[config.mk]
export PLATFORM = sky130hd
export DESIGN_NAME = brwb_top
export DESIGN_NICKNAME = d
export VERILOG_FILES = /design/src/rtl/brwb_pkg.sv /design/src/rtl/brwb_branch_eval.sv /design/src/rtl/brwb_resq.sv /design/src/rtl/brwb_wb.sv /design/src/rtl/brwb_top.sv
export SDC_FILE = /design/constraint.sdc
export NUM_CORES = 1
export LEC_CHECK = 0
export ABC_AREA = 1
export CAP_MARGIN = 20
export CORE_UTILIZATION = 50
export CTS_CLUSTER_DIAMETER = 50
export DETAILED_ROUTE_END_ITERATION = 7
export DONT_BUFFER_PORTS = 1
export PLACE_DENSITY = 0.64
export SETUP_SLACK_MARGIN = 0.5
export SLEW_MARGIN = 0
export SYNTH_ARGS = -nofsm -noshare
export SYNTH_HDL_FRONTEND = slang
export SYNTH_SLANG_ARGS = --single-unit
export TNS_END_PERCENT = 30
[constraint.sdc]
create_clock -name clk -period 6.1 [get_ports clk]
set_input_delay 0.61 -clock clk [delete_from_list [all_inputs] [get_ports clk]]
set_output_delay 0.61 -clock clk [all_outputs]
set_load 0.01 [all_outputs]
[src/rtl/brwb_pkg.sv]
package brwb_pkg;
  typedef enum logic [2:0] {
    XOP_BEQ  = 3'd0,
    XOP_BGT  = 3'd1,
    XOP_BUF  = 3'd2,
    XOP_BOF  = 3'd3,
    XOP_JREL = 3'd4,
    XOP_JABS = 3'd5,
    XOP_CMP  = 3'd6,
    XOP_PASS = 3'd7
  } xop_e;

  typedef enum logic [1:0] {
    WOP_ALU   = 2'd0,
    WOP_STORE = 2'd1,
    WOP_NOP   = 2'd2,
    WOP_LINK  = 2'd3
  } wop_e;

  typedef enum logic [1:0] {
    KIND_R   = 2'd0,
    KIND_I   = 2'd1,
    KIND_J   = 2'd2,
    KIND_INV = 2'd3
  } kind_e;

  localparam int FLAG_GT = 0;
  localparam int FLAG_EQ = 1;
  localparam int FLAG_UF = 2;
  localparam int FLAG_OF = 3;
  localparam int LINK_REG = 1;
endpackage

[src/rtl/brwb_branch_eval.sv]
module brwb_branch_eval
  import brwb_pkg::*;
#(
  parameter int DATA_W = 16,
  parameter int ADDR_W = 10
) (
  input  logic [2:0]        op,
  input  logic [DATA_W-1:0] a,
  input  logic [DATA_W-1:0] b,
  input  logic [ADDR_W-1:0] pc,
  input  logic [DATA_W-1:0] flags,
  output logic [DATA_W-1:0] value
);
  localparam logic [DATA_W-1:0] NOT_TAKEN = '1;

  function automatic logic [DATA_W-1:0] wrap_target(logic [ADDR_W-1:0] base,
                                                    logic [DATA_W-1:0] off);
    logic [ADDR_W-1:0] sum;
    sum = base + off[ADDR_W-1:0];
    return DATA_W'(sum);
  endfunction

  function automatic logic [DATA_W-1:0] cmp_flags(logic [DATA_W-1:0] f,
                                                  logic [DATA_W-1:0] x,
                                                  logic [DATA_W-1:0] y);
    logic [DATA_W-1:0] r;
    r = f;
    r[FLAG_GT] = $signed(x) > $signed(y);
    r[FLAG_EQ] = (x == y);
    return r;
  endfunction

  logic flag_sel;

  always_comb begin
    unique case (xop_e'(op))
      XOP_BEQ: flag_sel = flags[FLAG_EQ];
      XOP_BGT: flag_sel = flags[FLAG_GT];
      XOP_BUF: flag_sel = flags[FLAG_UF];
      XOP_BOF: flag_sel = flags[FLAG_OF];
      default: flag_sel = 1'b0;
    endcase
  end

  always_comb begin
    unique case (xop_e'(op))
      XOP_BEQ, XOP_BGT, XOP_BUF, XOP_BOF:
        value = flag_sel ? wrap_target(pc, b) : NOT_TAKEN;
      XOP_JREL: value = DATA_W'(pc) + b;
      XOP_JABS: value = a + b;
      XOP_CMP:  value = cmp_flags(flags, a, b);
      default:  value = a;
    endcase
  end
endmodule

[src/rtl/brwb_resq.sv]
module brwb_resq #(
  parameter int IDX_W = 5,
  parameter int DEPTH = 4
) (
  input  logic             clk,
  input  logic             rst_n,
  input  logic             push,
  input  logic [IDX_W-1:0] push_idx,
  input  logic             pop,
  input  logic             flush,
  output logic [IDX_W-1:0] front,
  output logic             empty
);
  localparam int PTR_W = (DEPTH > 1) ? $clog2(DEPTH) : 1;
  localparam int CNT_W = $clog2(DEPTH + 1);
  localparam logic [PTR_W-1:0] LAST = PTR_W'(DEPTH - 1);

  logic [IDX_W-1:0] slots [DEPTH];
  logic [PTR_W-1:0] rd_ptr, wr_ptr;
  logic [CNT_W-1:0] cnt;
  logic             pop_ok, push_ok;

  assign empty   = (cnt == '0);
  assign front   = slots[rd_ptr];
  assign pop_ok  = pop && !empty && !flush;
  assign push_ok = push && !flush && ((cnt < CNT_W'(DEPTH)) || pop_ok);

  always_ff @(posedge clk) begin
    if (!rst_n) begin
      rd_ptr <= '0;
      wr_ptr <= '0;
      cnt    <= '0;
    end else if (flush) begin
      rd_ptr <= '0;
      wr_ptr <= '0;
      cnt    <= '0;
    end else begin
      if (pop_ok) rd_ptr <= (rd_ptr == LAST) ? '0 : rd_ptr + 1'b1;
      if (push_ok) wr_ptr <= (wr_ptr == LAST) ? '0 : wr_ptr + 1'b1;
      cnt <= cnt + CNT_W'(push_ok) - CNT_W'(pop_ok);
    end
  end

  always_ff @(posedge clk) begin
    if (push_ok) slots[wr_ptr] <= push_idx;
  end

  AST_FLUSH_EMPTIES: assert property (@(posedge clk) disable iff (!rst_n)
    flush |=> empty);
endmodule

[src/rtl/brwb_wb.sv]
module brwb_wb
  import brwb_pkg::*;
#(
  parameter int DATA_W  = 16,
  parameter int ADDR_W  = 10,
  parameter int IDX_W   = 5,
  parameter int GPR_NUM = 16,
  parameter int VEC_NUM = 8
) (
  input  logic              clk,
  input  logic              rst_n,
  input  logic              valid,
  input  logic [1:0]        op,
  input  logic [1:0]        kind,
  input  logic [DATA_W-1:0] result,
  input  logic [ADDR_W-1:0] cur_pc,
  input  logic [IDX_W-1:0]  q_front,
  input  logic              q_empty,
  output logic              want_write,
  output logic              take_jump,
  output logic              bad_idx,
  output logic              rf_we,
  output logic              rf_bank,
  output logic [IDX_W-1:0]  rf_addr,
  output logic [DATA_W-1:0] rf_data,
  output logic              pc_load,
  output logic [ADDR_W-1:0] pc_value,
  output logic              q_pop
);
  localparam int REG_TOTAL = GPR_NUM + VEC_NUM;

  logic live, is_link, in_vec;

  assign live       = valid && (wop_e'(op) != WOP_NOP) && (kind_e'(kind) != KIND_INV);
  assign want_write = live && ((kind_e'(kind) == KIND_R) || (kind_e'(kind) == KIND_I))
                      && (wop_e'(op) != WOP_STORE);
  assign take_jump  = live && (kind_e'(kind) == KIND_J) && ($signed(result) > 0);
  assign is_link    = take_jump && (wop_e'(op) == WOP_LINK);
  assign bad_idx    = want_write && !q_empty && (int'(q_front) >= REG_TOTAL);
  assign in_vec     = int'(q_front) >= GPR_NUM;
  assign q_pop      = want_write && !q_empty;

  always_comb begin
    rf_we   = 1'b0;
    rf_bank = 1'b0;
    rf_addr = '0;
    rf_data = '0;
    if (is_link) begin
      rf_we   = 1'b1;
      rf_addr = IDX_W'(LINK_REG);
      rf_data = DATA_W'(cur_pc) + 1'b1;
    end else if (q_pop && !bad_idx) begin
      rf_we   = 1'b1;
      rf_bank = in_vec;
      rf_addr = in_vec ? q_front - IDX_W'(GPR_NUM) : q_front;
      rf_data = result;
    end
  end

  assign pc_load  = take_jump;
  assign pc_value = result[ADDR_W-1:0];

  AST_NOP_IDLE: assert property (@(posedge clk) disable iff (!rst_n)
    (valid && wop_e'(op) == WOP_NOP) |-> (!rf_we && !pc_load && !q_pop));
  AST_LINK_ONLY_ON_LINKOP: assert property (@(posedge clk) disable iff (!rst_n)
    (pc_load && rf_we) |-> (wop_e'(op) == WOP_LINK && rf_addr == IDX_W'(LINK_REG) && !rf_bank));
endmodule

[src/rtl/brwb_top.sv]
module brwb_top
  import brwb_pkg::*;
#(
  parameter int DATA_W  = 16,
  parameter int ADDR_W  = 10,
  parameter int IDX_W   = 5,
  parameter int GPR_NUM = 16,
  parameter int VEC_NUM = 8,
  parameter int Q_DEPTH = 4
) (
  input  logic              clk,
  input  logic              rst_n,
  input  logic [2:0]        ex_op,
  input  logic [DATA_W-1:0] ex_a,
  input  logic [DATA_W-1:0] ex_b,
  input  logic [ADDR_W-1:0] ex_pc,
  input  logic [DATA_W-1:0] ex_flags,
  output logic [DATA_W-1:0] ex_value,
  input  logic              rsv_push,
  input  logic [IDX_W-1:0]  rsv_idx,
  input  logic              wb_valid,
  input  logic [1:0]        wb_op,
  input  logic [1:0]        wb_kind,
  input  logic [DATA_W-1:0] wb_result,
  input  logic [ADDR_W-1:0] cur_pc,
  output logic              rf_we,
  output logic              rf_bank,
  output logic [IDX_W-1:0]  rf_addr,
  output logic [DATA_W-1:0] rf_data,
  output logic              pc_load,
  output logic [ADDR_W-1:0] pc_value,
  output logic              squash,
  output logic              q_pop,
  output logic              err
);
  logic [IDX_W-1:0] q_front;
  logic q_empty, want_write, take_jump, bad_idx, underflow, err_q;

  brwb_branch_eval #(.DATA_W(DATA_W), .ADDR_W(ADDR_W)) u_eval (
    .op(ex_op), .a(ex_a), .b(ex_b), .pc(ex_pc), .flags(ex_flags), .value(ex_value)
  );

  brwb_resq #(.IDX_W(IDX_W), .DEPTH(Q_DEPTH)) u_resq (
    .clk(clk), .rst_n(rst_n), .push(rsv_push), .push_idx(rsv_idx),
    .pop(q_pop), .flush(take_jump), .front(q_front), .empty(q_empty)
  );

  brwb_wb #(.DATA_W(DATA_W), .ADDR_W(ADDR_W), .IDX_W(IDX_W),
            .GPR_NUM(GPR_NUM), .VEC_NUM(VEC_NUM)) u_wb (
    .clk(clk), .rst_n(rst_n), .valid(wb_valid), .op(wb_op), .kind(wb_kind),
    .result(wb_result), .cur_pc(cur_pc), .q_front(q_front), .q_empty(q_empty),
    .want_write(want_write), .take_jump(take_jump), .bad_idx(bad_idx),
    .rf_we(rf_we), .rf_bank(rf_bank), .rf_addr(rf_addr), .rf_data(rf_data),
    .pc_load(pc_load), .pc_value(pc_value), .q_pop(q_pop)
  );

  assign underflow = want_write && q_empty;
  assign squash    = take_jump;

  always_ff @(posedge clk) begin
    if (!rst_n) err_q <= 1'b0;
    else if (underflow || bad_idx) err_q <= 1'b1;
  end
  assign err = err_q;

  AST_EMPTY_POP_ERR: assert property (@(posedge clk) disable iff (!rst_n)
    underflow |=> err);
  AST_ERR_STICKY: assert property (@(posedge clk) disable iff (!rst_n)
    err |=> err);
  AST_NO_WRITE_ON_UNDERFLOW: assert property (@(posedge clk) disable iff (!rst_n)
    (underflow && !take_jump) |-> !rf_we);
endmodule

# Word level (Yosys, flattened, before mapping)
# Memories as Yosys holds them, arrays and structs flattened. A register that Yosys moved wholly into a read port is not among the register bits.
# Cells that the tools add are included.
# word_totals
memories	1
latch_bits	0
output_inout_bits	53
ram_bits	20
mem_bits_ro	0
ff_bits	8
# memory_table
memory	depth	width	read_ports	rd_ports_with_merged_regs	wr	line_no	rtl
u_resq.slots	4	5	1	1	1	brwb_resq.sv:18	logic [IDX_W-1:0] slots [DEPTH];
# classes
eq_ne	15
magnitude_cmp	5
mul	0
div_mod_pow	0
muxes	18
bitwise	1
add_sub_neg	9
n_reduce_logical	26
shifts	0
# op_table
cell	count
$pmux 16 s4	1
$mux 16	3
$add 10x16->16	1
$add 16x16->16	1
$eq 16x16->1	1
$gt 16x1->1 const B	1
$gt 16x16->1	1
$logic_and 1x1->1	15
$mux 5	3
$add 10x1->11 const B	1
$add 10x10->10	1
$ge 5x5->1 const B	2
$eq 3x3->1 const B	3
$eq 2x2->1 const B	4
$mux 2	4
$eq 3x2->1 const B	2
$logic_not 3->1	2
$mux 1	6
$sub 5x5->5 const B	1
$add 2x1->2 const B	2
$ne 2x2->1 const B	2
$pmux 1 s4	1
$reduce_or 4->1	1
$add 3x1->3	1
10 further kinds	14

# Longest topological paths before layout
# Gate-level depths: netlist of run 1.
# logic_depth
word_depth	12
mapped_depth	15

# Hierarchy
# From an unflattened synthesis of run 1, not the netlist that was laid out.
# unflattened
cells_unflattened	708
area_unflattened_um2	4424.2
# by_module_without_submodules
module	area_each_um2	cells_per_inst	instances
brwb_branch_eval	2318.5	421	1
brwb_resq	1263.7	122	1
brwb_wb	805.8	160	1
brwb_top	36.3	5	1

# Worst setup path after synthesis of run 1
# OpenSTA, ideal clock, no wires.
# synth_timing
path_type	input to output
from	input port ex_op[1]
to	output port ex_value[13]
arrival_ps	2411
path_slack_ps	3079
path_stages	15
required_ps	5490
cell_sequence	inv_2 -> nand3_2 -> clkbuf_1 -> nand2_1 -> nand2_1 -> ha_1 -> nand2_1 -> inv_1 -> a21oi_1 -> nor2_1 -> nor2_1 -> nand2_1 -> nand2_1 -> nand3_1 -> a21oi_1
# synth_between
elab_chain_cells	4
word_cells_on_any_way	11
cone_classes	eq/ne (6); mux (3); reduce/logical (2)
# synth_rtl
element	line_no	rtl
start, declared	brwb_top.sv:13	input logic [2:0] ex_op,
$eq 3x2->1, or another cell as far along	brwb_branch_eval.sv:36, brwb_branch_eval.sv:46	
$pmux 1 s4	brwb_branch_eval.sv:36	unique case (xop_e'(op))
$mux 16	brwb_branch_eval.sv:48	value = flag_sel ? wrap_target(pc, b) : NOT_TAKEN;
$pmux 16 s4 (*)	brwb_branch_eval.sv:46	unique case (xop_e'(op))
end, declared	brwb_top.sv:18	output logic [DATA_W-1:0] ex_value,
# Mark *: on every way between the ends. The rest lies on a longest branch, timed or not.

# Worst setup path after layout of run 1
# layout_timing
from	input port ex_op[1]
to	output port ex_value[14]
# The elaborated chain is that of the path after synthesis.

==> flow_summary_export.csv, run 1 <==
group,metric,value,unit
yosys,muxShareOfSynthArea,0,%
yosys,yosysSeqAreaShare,19.0,%
finish,stdcell_count,779,
yosys,ys_warn_count,0,
timing,finalSetupViolCount,0,
pwr,switching_share,38.1,%
worst_setup_path,crit_slowest_cell,"fa_1",
die,dieArea,8810,um^2
yosys,synth-xor-area-share,2.28,%
worst_setup_path,end_kind,"output pin",
clock_network,cts_max_level,2,
clock_network,cts_setup_buffers,0,
yosys,syn_inst,685,
pwr,peakVddDrop,0.189,mV
placement,gp_congestion,0.896,
pwr,seq_power_share,33.2,%
route,totalWireLength,11.3,mm
timing,timing.hold.ws,424,ps
worst_setup_path,rr_endpoint,"u_resq.cnt[2]",
finish,fillCellCount,850,
global_routing,grt_overflow,0,
global_routing,grt_max_degree,21,
hold_path,worstHoldStart,"rsv_idx[1]",
worst_setup_path,cp_data_required_time,5490,ps
timing,finalCritPeriodShare,59.6,%
timing,period_needed,3640,ps
clock_network,cts_tree,"yes",
worst_setup_path,r2r_cells,11,
clock_network,clockBufferDepth,2,
worst_setup_path,r2r_start,"u_resq.cnt[1]",
route,drt_iter0_markers,168,
worst_setup_path,critPathKind,"in2out",
pwr,pwr_density_cell,176,nW/um^2
pwr,clkPwrFrac,24.3,%
die,fp.dieH,93.9,um
pwr,total_power,0.000765,W
global_routing,antenna_found_initial,0,
finish,antennaDiodeCount,0,
run,maxCapViolCount,0,
worst_setup_path,crit_fanout,19,
placement,dp_hpwl,9.17,mm
worst_setup_path,cp_data_arrival_time,3030,ps
timing,fin_setup_tns,0,ps
global_routing,grt_pass1_vias,4012,
yosys,synthSimpleGateAreaFrac,36.8,%
timing,worst_slew_pin_slew,781,ps
clock_network,cts_buffers,5,
yosys,syn_nets,839,
timing,rsz0062_at_grt,"no",
route,drc_errors,0,
route,drt-wirelength-per-cell,14.5,um
die,core,8180,um^2
worst_setup_path,critPathLaunch,"ex_op[1]",
finish,num-nets-final,828,
clock_network,cts-resized-gates,0,
worst_setup_path,reg2reg_slack,3810,ps
placement,io_buffers,0,
die,die_w,93.9,um
route,vias_per_cell,5.49,
finish,syn2layout_area_growth,2.82,%
clock_network,clock_sinks,30,
pwr,combPwrFrac,42.5,%
die,io-pin-count,153,
yosys,synth_top_family_by_area,"simple AND/OR/NAND/NOR gates",
hold_path,whs_path_depth,0,
pwr,switchingPower,0.000291,W
pwr,internal-power,0.000474,W
yosys,ys_seq_elements,30,
timing,hold_violations,0,
timing,skew,3.26,ps
hold_path,hold_end,"u_resq.slots[3][1]",
clock_network,cts_root_buffer,"clkbuf_8",
yosys,synth-adder-area-share,16.5,%
yosys,synth-compound-area-share,12.0,%
placement,dpl.cell_count,772,
yosys,ys_types,46,
die,rows,33,
outcome,status,"finished clean",
clock_network,holdBufCountCts,0,
timing,clock.fmax,275,MHz
route,ant_nets,0,
global_routing,grt_first_pass_wirelength,18.1,mm
yosys,synth_area,4220,um^2
worst_setup_path,path_cells,"inv_2 > nand3_2 > nand2_1 > o21ai_0 > ha_1 > fa_1 > nand3_1 > nand2_1 > nand2_1 > nand2_1 > nand2_1 > nand2_1 > nand2_1 > nand3_1 > a21oi_1",
timing,final_max_slew_viol_count,0,
clock_network,clock_latency,280,ps
hold_path,worstHoldPathType,"in2reg",
pwr,p_leak,2.30,nW
global_routing,grt_usage,26.1,%
worst_setup_path,crit_path_max_incr_delay,450,ps
worst_setup_path,startpoint_type,"primary input",
finish,drive_above_1_share,4.30,%
worst_setup_path,cpMostUsedCell,"nand2_1",
yosys,synth_area_per_cell,6.16,um^2
route,dr_total_vias,4273,
route,drtPass1Iterations,6,
timing,relSlewSlack,47.9,%
die,initial_core_util,51.6,%
clock_network,path_clk_slew,60,ps
[metal layers]
| metal | share of wire (%) | global-route usage (%) |
|---|---|---|
| met1 | 40 | 29.1 |
| met2 | 51 | 49.1 |
| met3 | 7.1 | 5.34 |
| met4 | 1.8 | 7.95 |
| met5 | 0 | 0 |
[worst max-delay path, delay by kind of cell]
kind	cells	cell delay, ps
compound gates	2	370
simple gates	10	1240
fa+ha+maj	2	700
buf+inv	1	100
[logic make-up after synthesis]
group / after synthesis
DFF: 30
adders and majority gates: 54
AOI/OAI and AO/OA: 90
other: 1
xor gates and xnor gates: 11
buffers and inverters: 136
and+or+nand+nor: 363
[cells in the mapped netlist (all sizes together)]
master / instances / area [um^2]
xnor2: 2 / 17.5
nand2: 205 / 780
o21ai: 28 / 144
o21a: 1 / 7.51
dfxtp: 10 / 200
a21boi: 2 / 15.0
a21o: 1 / 7.51
a31oi: 1 / 6.26
a21oi: 43 / 215
nand3: 57 / 290
and2: 2 / 12.5
clkinv: 1 / 3.75
clkbuf: 2 / 7.51
o2111ai: 2 / 17.5
inv: 116 / 435
conb: 1 / 3.75
buf: 17 / 115
a22oi: 2 / 15.0
a32oi: 3 / 26.3
nor4: 2 / 12.5
nand4: 11 / 68.8
and3: 1 / 6.26
nand3b: 3 / 22.5
a22o: 1 / 8.76
a32o: 1 / 10.0
nor3: 5 / 46.3
o22ai: 4 / 25.0
nor2: 68 / 260
xor2: 9 / 78.8
o21bai: 1 / 7.51
fa: 3 / 60.1
ha: 51 / 638
edfxtp: 20 / 601
or2: 9 / 56.3
[worst max path at each step]
stage,end,slack (ps),cells past startpoint
3_3_place_gp,ex_value[14],2580,15
4_1_cts,ex_value[14],2490,15
3_5_place_dp,ex_value[14],2500,15
6_report,ex_value[14],2460,15
2_1_floorplan,ex_value[13],3080,15
5_1_grt,ex_value[15],2220,14
[cell usage in the layout, fill, tap and decap left out, drive strengths merged, types with 2 or more instances in the layout]
cell / instances
o21ai: 28
nor2: 68
nand2: 205
inv: 116
a21oi: 43
edfxtp: 20
nand3: 57
and2: 2
a22oi: 2
xor2: 9
clkbuf: 5
or2: 9
dfxtp: 10
nor3: 5
fa: 3
a32oi: 3
ha: 51
o22ai: 4
o2111ai: 2
clkinv: 2
nand4: 11
nand3b: 3
nor4: 2
a21boi: 2
xnor2: 2
[sequential cells by signal, indices dropped and copies added (netlist names), named ones only]
name and flops:
u_resq.slots 20, u_resq.cnt 3, u_resq.rd_ptr 2, u_resq.wr_ptr 2
err 1
[power by group through the flow]
stage                     Combinational [W]  Clock [W]  Sequential (W)
final                              0.000325   0.000186        0.000254
after global routing               0.000377   0.000200        0.000257
after CTS                          0.000325   0.000189        0.000254
after detailed placement           0.000322          0        0.000258
after global placement             0.000317          0        0.000258
after floorplan                    0.000269          0        0.000254
[stage by stage]
step,cell area (um^2),setup slack [ps],util [%]
global route,4340,2220,53.1
floorplan,4220,3080,-
detailed placement,4240,2500,51.8
CTS,4340,2490,53.1
global placement,4240,2580,51.8
finish,4340,2460,53.1
[layout make-up]
cell class                      count  area [um^2]  area share (%)
Timing Repair Buffer                1         7.51           0.173
Tap cell                          105          131            3.03
Clock inverter                      2         33.8           0.778
Inverter                          117          439            10.1
Multi-Input combinational cell    519         2860            65.9
Clock buffer                        5         68.8            1.59
Sequential cell                    30          801            18.4
Power figures use the tool's default switching activity.
==> inputs of run 2 (changes only) <==
Settings changed: ABC_AREA 1 to 0, PLACE_DENSITY 0.64 to 0.67.
Clock period 6.1 ns to 3.1 ns, I/O delays scaled along.
==> run 2 against run 1 <==
Against the previous run: die area down 6.6%; register-to-register slack worse by 3000 ps; routed wire length down 4.7%; power up 110%; via count down 16%; design area up 1.1%; synthesized area down 6.7%; sequential power up 98%; critical path type unchanged; largest power group unchanged.
==> flow_summary_export.csv, run 2 <==
group,metric,value,unit
outcome,status,"finished clean",
yosys,synth-xor-area-share,6.01,%
finish,drive_above_1_share,17.9,%
clock_network,cts_max_level,2,
finish,multi_input_area,3130,um^2
global_routing,use_met1,27.9,%
placement,gp_congestion,0.902,
yosys,ys_seq_elements,30,
yosys,synthSimpleGateAreaFrac,19.7,%
timing,clock.fmax,369,MHz
timing,hold_violations,0,
timing,period_needed,2710,ps
global_routing,grt-busiest-layer,"met2",
worst_setup_path,cp_data_required_time,2790,ps
yosys,netlist.area_leader.share,16.2,%
clock_network,path_clk_slew,60,ps
route,totalWireLength,10.7,mm
global_routing,grt_overflow,0,
hold_path,worstHoldPathType,"in2reg",
yosys,muxShareOfSynthArea,6.96,%
finish,regArea,801,um^2
route,dr_total_vias,3576,
worst_setup_path,critPathKind,"in2out",
timing,finalCritPeriodShare,87.5,%
run,maxCapViolCount,0,
global_routing,grt_use_met3,6.90,%
yosys,synth_top_area_cell,"ha_1",
worst_setup_path,cp_data_arrival_time,2400,ps
route,ant_nets,0,
yosys,synth.most_common_cell,"ha_1",
yosys,synth_commonest_cells,"ha_1, a21oi_1, nor2_1",
finish,largest_register_ffs,20,
die,initial_core_util,52.9,%
global_routing,grtUsageMet2,45.5,%
yosys,ys_warn_count,0,
global_routing,grt_pass1_vias,3539,
route,drc_errors,0,
clock_network,clock_latency,280,ps
global_routing,grt_max_degree,23,
route,drtPass1Iterations,4,
die,rows,31,
timing,timing.hold.ws,126,ps
finish,antennaDiodeCount,0,
yosys,syn_inst,473,
finish,final_cell_mix,"ha_1, nor2_1, nand2_1, a21oi_1, inv_1",
finish,fin_util,58.9,%
yosys,synthFlopType,"edfxtp_1",
clock_network,clockBufferDepth,2,
finish,fillCellCount,683,
finish,final_common_cell,"ha_1",
timing,finalSetupViolCount,0,
timing,fin_setup_tns,0,ps
placement,dp_hpwl,8.44,mm
worst_setup_path,crit_fanout,17,
clock_network,clock_sinks,30,
finish,syn2layout_area_growth,11.5,%
yosys,synth-compound-area-share,21.6,%
global_routing,grt_first_pass_wirelength,16.6,mm
timing,rsz0062_at_grt,"yes",
timing,skew,2.22,ps
yosys,async_reset_ff_share,0,%
global_routing,grt_usage,24.9,%
die,dieArea,8230,um^2
worst_setup_path,end_kind,"output pin",
finish,top_regs,"u_resq.slots x20, u_resq.cnt x3",
yosys,synth-adder-area-share,17.7,%
die,fp.dieH,90.7,um
yosys,synth_area,3940,um^2
finish,largest-register,"u_resq.slots",
pwr,peakVddDrop,0.446,mV
yosys,yosysSeqAreaShare,20.3,%
route,drt-wirelength-per-cell,18.9,um
die,die_w,90.7,um
placement,io_buffers,0,
yosys,ys_types,67,
pwr,pwr_density_cell,364,nW/um^2
timing,relSlewSlack,54.1,%
yosys,synth_edf_count,20,
finish,num-nets-final,623,
yosys,synth_top_family_by_area,"compound AO/OA/AOI/OAI gates",
die,io-pin-count,153,
route,drt_iter0_markers,171,
yosys,synth_area_per_cell,8.32,um^2
global_routing,antenna_found_initial,0,
clock_network,cts_root_buffer,"clkbuf_8",
worst_setup_path,startpoint_type,"primary input",
clock_network,holdBufCountCts,0,
clock_network,cts_tree,"yes",
die,core,7450,um^2
route,vias_per_cell,6.30,
yosys,synthTopCellsByArea,"ha_1, edfxtp_1, a21oi_1",
timing,final_max_slew_viol_count,0,
worst_setup_path,reg2reg_slack,800,ps
pwr,p_leak,1.81,nW
timing,worst_slew_pin_slew,686,ps
yosys,syn_nets,627,
clock_network,cts_buffers,5,
run 2: cell types whose count changed after synthesis, moves of 9 or more:
cell     delta
and2_1     +13
inv_1      -79
mux2_2      +9
nand2_1   -166
nand3_1    -41
nor2_1     -27
xnor2_1    +17
run 2: worst paths after layout:
check / from / end / depth (start not counted)
worst max register to register: u_resq.cnt[1] / u_resq.cnt[2] / 9
worst min register to register: u_resq.rd_ptr[1] / flip-flop / 2
worst min-delay path: rsv_idx[0] / u_resq.slots[3][0] / 0
worst max-delay path: ex_op[2] / ex_value[12] / 10
run 2: area by class of cell:
cell class	instances	share of cell area (%)
Multi-Input combinational cell	385	71.2
Sequential cell	30	18.2
Tap cell	99	2.82
Timing Repair Buffer	16	2.74
Inverter	31	2.65
Clock buffer	5	1.57
Clock inverter	2	0.770
run 2: kinds of logic after synthesis:
group                      count (synthesis)
and+or+nand+nor                          152
AOI/OAI and AO/OA                        130
buffers and inverters                     59
adders and majority gates                 54
DFF                                       30
xor gates and xnor gates                  27
muxes                                     20
other                                      1
run 2: worst max-delay path, stage by stage:
cell,delay [ps]
nor2b_4,190
nand2_4,110
mux2_4,350
ha_4,300
a21o_1,150
a21oi_4,80
a211oi_4,300
nor2_2,80
or4_4,420
nand3_2,110
run 2: per-stage QoR:
step | instances | setup slack, ps | power, W | instance area, um^2
after global routing | 568 | 321 | 0.00170 | 4390
after CTS | 563 | 346 | 0.00157 | 4240
after floorplan | 473 | 261 | 0.00107 | 4050
final | 568 | 388 | 0.00160 | 4390
after global placement | 551 | 206 | 0.00115 | 4020
after detailed placement | 551 | 149 | 0.00117 | 4020
run 2: report_power, final:
group / switching (W) / total (W) / internal, W
Sequential: 0.0000273 / 0.000503 / 0.000475
Clock: 0.000134 / 0.000366 / 0.000232
Combinational: 0.000399 / 0.000731 / 0.000331
run 2: timing repair:
item,4_1_cts,5_1_grt
endpoints found under the setup margin,12,34
cloned,1,0
setup buffers,4,5
pin swaps,16,20
resized for setup,15,18
run 2: per-layer routing:
| metal | part of all wire (%) | wire length [um] |
|---|---|---|
| met4 | 0.93 | 100 |
| met3 | 7.7 | 826 |
| met1 | 40 | 4270 |
| met5 | 0 | 0 |
| met2 | 52 | 5540 |
